==> src/rtl/alu_pkg.sv <==
package alu_pkg;

    typedef enum logic [3:0] {
        ALU_AND    = 4'd0,
        ALU_XOR    = 4'd1,
        ALU_SUB    = 4'd2,
        ALU_RSUB   = 4'd3,
        ALU_ADD    = 4'd4,
        ALU_ADDC   = 4'd5,
        ALU_SUBC   = 4'd6,
        ALU_RSUBC  = 4'd7,
        ALU_TAND   = 4'd8,
        ALU_TXOR   = 4'd9,
        ALU_CSUB   = 4'd10,
        ALU_CADD   = 4'd11,
        ALU_OR     = 4'd12,
        ALU_PASS   = 4'd13,
        ALU_CLR    = 4'd14,
        ALU_PASSN  = 4'd15
    } alu_op_e;

    typedef enum logic [1:0] {
        CIN_ZERO  = 2'd0,
        CIN_ONE   = 2'd1,
        CIN_FLAG  = 2'd2
    } cin_sel_e;

    typedef enum logic [1:0] {
        LOG_AND  = 2'd0,
        LOG_XOR  = 2'd1,
        LOG_OR   = 2'd2,
        LOG_PASS = 2'd3
    } log_sel_e;

    typedef struct packed {
        logic     arith;
        logic     swap;
        logic     inv_y;
        cin_sel_e cin_sel;
        logic     wr;
        log_sel_e lsel;
        logic     inv_b;
    } alu_ctrl_t;

    localparam int FLAG_N = 3;
    localparam int FLAG_Z = 2;
    localparam int FLAG_C = 1;
    localparam int FLAG_V = 0;
    localparam int NFLAGS = 4;

endpackage

==> src/rtl/alu_decode.sv <==
module alu_decode
    import alu_pkg::*;
(
    input  logic [3:0] opcode,
    output alu_ctrl_t  ctrl
);
    always_comb begin
        ctrl = '{arith: 1'b0, swap: 1'b0, inv_y: 1'b0, cin_sel: CIN_ZERO,
                 wr: 1'b1, lsel: LOG_AND, inv_b: 1'b0};
        unique case (alu_op_e'(opcode))
            ALU_AND:   ctrl.lsel = LOG_AND;
            ALU_XOR:   ctrl.lsel = LOG_XOR;
            ALU_SUB:   begin ctrl.arith = 1'b1; ctrl.inv_y = 1'b1; ctrl.cin_sel = CIN_ONE; end
            ALU_RSUB:  begin ctrl.arith = 1'b1; ctrl.swap = 1'b1; ctrl.inv_y = 1'b1; ctrl.cin_sel = CIN_ONE; end
            ALU_ADD:   ctrl.arith = 1'b1;
            ALU_ADDC:  begin ctrl.arith = 1'b1; ctrl.cin_sel = CIN_FLAG; end
            ALU_SUBC:  begin ctrl.arith = 1'b1; ctrl.inv_y = 1'b1; ctrl.cin_sel = CIN_FLAG; end
            ALU_RSUBC: begin ctrl.arith = 1'b1; ctrl.swap = 1'b1; ctrl.inv_y = 1'b1; ctrl.cin_sel = CIN_FLAG; end
            ALU_TAND:  begin ctrl.wr = 1'b0; ctrl.lsel = LOG_AND; end
            ALU_TXOR:  begin ctrl.wr = 1'b0; ctrl.lsel = LOG_XOR; end
            ALU_CSUB:  begin ctrl.wr = 1'b0; ctrl.arith = 1'b1; ctrl.inv_y = 1'b1; ctrl.cin_sel = CIN_ONE; end
            ALU_CADD:  begin ctrl.wr = 1'b0; ctrl.arith = 1'b1; end
            ALU_OR:    ctrl.lsel = LOG_OR;
            ALU_PASS:  ctrl.lsel = LOG_PASS;
            ALU_CLR:   begin ctrl.lsel = LOG_AND; ctrl.inv_b = 1'b1; end
            ALU_PASSN: begin ctrl.lsel = LOG_PASS; ctrl.inv_b = 1'b1; end
            default:   ctrl.lsel = LOG_AND;
        endcase
    end
endmodule

==> src/rtl/alu_adder.sv <==
module alu_adder #(
    parameter int WIDTH = 32
) (
    input  logic [WIDTH-1:0] x,
    input  logic [WIDTH-1:0] y,
    input  logic             cin,
    output logic [WIDTH-1:0] sum,
    output logic             cout,
    output logic             ovf
);
    localparam int MSB = WIDTH - 1;
    logic [WIDTH:0] full;

    always_comb begin
        full = {1'b0, x} + {1'b0, y} + {{WIDTH{1'b0}}, cin};
        sum  = full[MSB:0];
        cout = full[WIDTH];
        ovf  = (x[MSB] == y[MSB]) && (full[MSB] != x[MSB]);
    end
endmodule

==> src/rtl/alu_flag_reg.sv <==
module alu_flag_reg
    import alu_pkg::*;
(
    input  logic              clk,
    input  logic              rst_n,
    input  logic              load,
    input  logic [NFLAGS-1:0] next_flags,
    output logic [NFLAGS-1:0] flags_q
);
    always_ff @(posedge clk or negedge rst_n) begin
        if (!rst_n) begin
            flags_q <= '0;
        end else if (load) begin
            flags_q <= next_flags;
        end
    end
endmodule

==> src/rtl/alu_core.sv <==
module alu_core
    import alu_pkg::*;
#(
    parameter int WIDTH = 32
) (
    input  logic             clk,
    input  logic             rst_n,
    input  logic [WIDTH-1:0] op_a,
    input  logic [WIDTH-1:0] op_b,
    input  logic             carry_in,
    input  logic             shift_carry,
    input  logic [3:0]       opcode,
    input  logic             set_flags,
    output logic [WIDTH-1:0] result,
    output logic             result_we,
    output logic [3:0]       flags
);
    localparam int MSB = WIDTH - 1;

    alu_ctrl_t        ctrl;
    logic [WIDTH-1:0] add_x, add_y, add_sum, b_eff, log_res;
    logic             add_cin, add_cout, add_ovf, flag_load;
    logic [NFLAGS-1:0] next_flags;

    alu_decode u_dec (.opcode(opcode), .ctrl(ctrl));

    always_comb begin
        add_x = ctrl.swap ? op_b : op_a;
        add_y = ctrl.swap ? op_a : op_b;
        if (ctrl.inv_y) add_y = ~add_y;
        unique case (ctrl.cin_sel)
            CIN_ONE:  add_cin = 1'b1;
            CIN_FLAG: add_cin = carry_in;
            default:  add_cin = 1'b0;
        endcase
    end

    alu_adder #(.WIDTH(WIDTH)) u_add (
        .x(add_x), .y(add_y), .cin(add_cin),
        .sum(add_sum), .cout(add_cout), .ovf(add_ovf)
    );

    always_comb begin
        b_eff = ctrl.inv_b ? ~op_b : op_b;
        unique case (ctrl.lsel)
            LOG_AND:  log_res = op_a & b_eff;
            LOG_XOR:  log_res = op_a ^ b_eff;
            LOG_OR:   log_res = op_a | b_eff;
            default:  log_res = b_eff;
        endcase
    end

    always_comb begin
        result    = ctrl.arith ? add_sum : log_res;
        result_we = ctrl.wr;
        flag_load = set_flags || !ctrl.wr;
        next_flags[FLAG_N] = result[MSB];
        next_flags[FLAG_Z] = (result == '0);
        next_flags[FLAG_C] = ctrl.arith ? add_cout : shift_carry;
        next_flags[FLAG_V] = ctrl.arith ? add_ovf : flags[FLAG_V];
    end

    alu_flag_reg u_flags (
        .clk(clk), .rst_n(rst_n), .load(flag_load),
        .next_flags(next_flags), .flags_q(flags)
    );
endmodule

==> config.mk <==
export PLATFORM = sky130hd
export DESIGN_NAME = alu_core
export DESIGN_NICKNAME = d
export VERILOG_FILES = /design/src/rtl/alu_pkg.sv /design/src/rtl/alu_decode.sv /design/src/rtl/alu_adder.sv /design/src/rtl/alu_flag_reg.sv /design/src/rtl/alu_core.sv
export SDC_FILE = /design/constraint.sdc
export NUM_CORES = 1
export LEC_CHECK = 0
export BUFFER_PORTS_ARGS = -buffer_cell sky130_fd_sc_hd__buf_2
export CAP_MARGIN = 20
export CELL_PAD_IN_SITES_DETAIL_PLACEMENT = 1
export CELL_PAD_IN_SITES_GLOBAL_PLACEMENT = 1
export CORE_MARGIN = 2
export CORE_UTILIZATION = 45
export CTS_CLUSTER_DIAMETER = 80
export CTS_CLUSTER_SIZE = 10
export DETAILED_ROUTE_END_ITERATION = 7
export PLACE_DENSITY = 0.95
export SYNTH_ARGS = -nofsm -noshare
export SYNTH_HDL_FRONTEND = slang
export SYNTH_SLANG_ARGS = --single-unit
==> constraint.sdc <==
create_clock -name clk -period 21 [get_ports clk]
set_clock_uncertainty 0.15 [all_clocks]
set_input_delay 4.2 -clock clk [delete_from_list [all_inputs] [get_ports clk]]
set_output_delay 4.2 -clock clk [all_outputs]
set_load 0.005 [all_outputs]
==> key figures <==
CTS
  – CTS clk-pin slew, worst paths: 30 ps
  – CTS root buf: sky130_fd_sc_hd__clkbuf_16
  – Setup bufs post-CTS: 0
  – Maximum buffer depth of the clock tree: 2
  – Number of hold buffers added after CTS: 0
  – # resized after CTS: 0
  – Insertion delay of the later-clocked pin in the worst-skew pair: 220 ps
  – Number of levels in the clock H-tree: 1
  – Total CTS buffers: 3
  – Clock Sinks: 4
  – TritonCTS clock tree: built

Layout
  – Final std cell area, no fill: 6477 sq um
  – Share of layout cells above drive strength 1: 19.68%
  – Most common library cell in the layout ignoring fill and taps: sky130_fd_sc_hd__buf_2
  – Number of non-filler instances in the completed layout: 1056
  – Largest registers ranked by flip-flop count: u_flags.flags_q: 4 flops
  – Number of flip-flops under the largest register name: 4
  – Top register by number of flip-flops: u_flags.flags_q
  – Final #Nets: 1058
  – Layout Utilization: 51.12%
  – Area growth from synthesis to layout: 10.60%
  – Diodes inserted: 0
  – Most used cells in the layout excluding fill and tap cells: 109 x sky130_fd_sc_hd__buf_2, 102 x sky130_fd_sc_hd__a21oi_1, 97 x sky130_fd_sc_hd__ha_1, 76 x sky130_fd_sc_hd__inv_1, 61 x sky130_fd_sc_hd__nor2_1

Min path
  – Min-delay worst type: flip-flop to flip-flop
  – Worst-case hold path end point: u_flags.flags_q[3]
  – Origin of the worst min-delay path: u_flags.flags_q[3]
  – Worst Hold Path Cells: 1

Logic synthesis
  – Count of cell types in the netlist: 75
  – Post-synth net total: 999
  – Sequential fraction of the synthesis area: 1.709%
  – Count of flip-flops with a built-in enable after synthesis: 0
  – Synthesized instance count: 827
  – Mean instance size in the synthesized netlist: 7.082 sq um
  – Netlist Area Pre-Place: 5857 sq um
  – Async set-or-reset flop fraction in the synthesized netlist: 100.0%
  – Flops & latches, synth: 4
  – Synth Warn #: 0
  – Commonest register cell after synthesis: sky130_fd_sc_hd__dfrtp_1

Route
  – Final WL: 21.61 mm
  – Number of violations reported at the end of detailed-routing iteration 0: 548
  – Total met3 wirelength after detailed routing: 1.188 mm
  – Met1 wire length: 9.274 mm
  – Detailed-routed wire length on met2: 10.33 mm
  – DR pass1 iterations: 5
  – Highest routed metal layer: met4
  – Routed wirelength normalized by instance count: 20.46 um
  – Post-route DRC violation count: 0
  – Average via count per standard cell: 6.323
  – Number of nets with antenna violations after routing: 0
  – Via count: 6677

Timing
  – Worst Hold Slack: 351.0 ps
  – Max frequency: 74.21 MHz
  – RSZ-0062 raised after global routing: no
  – Minimum clock period after layout: 13480 ps
  – Final Worst Setup Slack: 7524 ps
  – Transition time at the pin with the least slew margin: 1039 ps
  – Slew headroom: 30.48%
  – Number of pins exceeding their max-slew limit in the final report: 0
  – Final critical-path share of the clock period: 64.17%
  – Finish-stage setup viols: 0
  – Hold Violations, Final: 0
  – Total negative setup slack: 0 ps

Placement
  – Post-placement cell count: 1052
  – Post-place instance area: 6375 sq um
  – Post-detailed-placement half-perimeter wirelength: 15.93 mm
  – Input/output buffers: 109
  – Worst setup timing slack at the placement stage: 7664 ps
  – Weighted congestion reported at the end of routability-driven placement: 0.9219

Global routing
  – Global-route total usage across every layer: 29.06%
  – Pin count of the biggest net entering global routing: 52
  – Via count of the first global-routing pass: 6764
  – Global route total overflow: 0
  – Global-route wire length before repair: 34.04 mm
  – Number of antenna violations at the first check in global routing: 0

Die
  – Area of the core: 12670 sq um
  – Vert. Die Dim: 118.1 um
  – Effective utilization at floorplan: 46.22%
  – I/O pin cnt: 110
  – Die outline area: 13940 sq um
  – Total number of placement rows: 41
  – Horizontal extent of the die: 118.1 um

Worst setup path
  – Origin of the worst setup path: opcode[1]
  – Critical R2R Capture: u_flags.flags_q[3]
  – Startpoint kind of the worst setup timing path: primary input
  – Setup crit end kind: output pin
  – Critical Setup Path Class: primary input to output pin
  – Data required time of the critical path: 16650 ps
  – Start of the worst register-to-register path: u_flags.flags_q[3]
  – Flop-to-flop setup slack: 20110 ps
  – Maximum fanout count along the critical path: 45
  – Number of cells on the worst reg-to-reg path: 1
  – Worst path arrival time: 9130 ps

Pwr
  – Power consumption: 0.3044 mW
  – Combinational fraction of design power: 86.9%
  – Internal power contribution: 0.1388 mW
  – Highest ir drop seen on vdd: 19.68 uV
  – Net switching power of the design: 0.1655 mW
  – Switching share of total power: 54.39%
  – Proportion of power drawn by the clock network: 9.8%
  – Reg power frac: 3.3%
  – Power density over the cells: 46.99 nW/um^2
  – Leak pwr: 3.158 nW

Flow run
  – Max_cap viols: 0

Run status
  – Run status: finished clean
critical path, stage by stage:
cell	delay [ps]
sky130_fd_sc_hd__buf_2	670
sky130_fd_sc_hd__nand2_2	840
sky130_fd_sc_hd__xnor2_1	540
sky130_fd_sc_hd__fa_1	280
sky130_fd_sc_hd__inv_1	60
sky130_fd_sc_hd__fa_1	400
sky130_fd_sc_hd__a21o_1	230
sky130_fd_sc_hd__a311o_1	420
sky130_fd_sc_hd__nand4_1	140
sky130_fd_sc_hd__and3_1	210
sky130_fd_sc_hd__nor2_1	90
sky130_fd_sc_hd__a21oi_1	240
sky130_fd_sc_hd__a2111oi_0	160
sky130_fd_sc_hd__a211oi_1	380
sky130_fd_sc_hd__inv_1	70
sky130_fd_sc_hd__buf_2	130
per-layer routing:
metal	GRT usage, %	vias up
li1	-	3083
met1	37.27	3249
met2	49.17	274
met3	3.295	71
met4	11.97	0
met5	0	-
cell type report:
type                       count  area (sq um)
fill                        1726          6193
tap                          172         215.2
sequential                     4         100.1
multi-input combinational    684          5180
clock buffer                   3         75.07
inverter                      77         289.0
timing repair buffer         116         618.1
cells by family after synthesis:
family	count (synthesis)	share of synthesized area, %
buffers and inverters	139	9.934
flip-flops	4	1.709
adder cells (fa/ha/maj)	99	21.41
XOR/XNOR	86	12.86
multiplexers	34	6.494
AO/OA/AOI/OAI	280	31.51
AND/OR/NAND/NOR	185	16.09
cell usage after synthesis (14+ instances only):
library cell / count / area, sq um
sky130_fd_sc_hd__a21oi_1: 102 / 510.5
sky130_fd_sc_hd__nor2_1: 62 / 232.7
sky130_fd_sc_hd__buf_1: 14 / 52.55
sky130_fd_sc_hd__o22ai_1: 18 / 112.6
sky130_fd_sc_hd__buf_2: 15 / 75.07
sky130_fd_sc_hd__a211oi_1: 19 / 142.6
sky130_fd_sc_hd__clkbuf_1: 25 / 93.84
sky130_fd_sc_hd__ha_1: 97 / 1214
sky130_fd_sc_hd__mux2_2: 32 / 360.4
sky130_fd_sc_hd__inv_1: 76 / 285.3
sky130_fd_sc_hd__xor2_1: 57 / 499.2
sky130_fd_sc_hd__a21o_1: 20 / 150.1
sky130_fd_sc_hd__xnor2_1: 29 / 254.0
sky130_fd_sc_hd__nand2_1: 34 / 127.6
sky130_fd_sc_hd__o21ai_0: 27 / 135.1
power groups by stage:
stage	logic, mW	registers [mW]	clock network [mW]
floorplan	0.176	0.0103	0
global placement	0.242	0.0100	0
detailed placement	0.254	0.0101	0
CTS	0.256	0.0101	0.0298
global route	0.288	0.0104	0.0305
finish	0.265	0.0101	0.0297
worst max path at each step:
stage	end	slack [ps]
after floorplan	result[31]	8140
after global placement	result[30]	7910
after detailed placement	result[30]	7660
after CTS	result[31]	7650
after global routing	result[31]	7170
final	result[30]	7520
No activity file was read; power rests on OpenSTA's default activity.
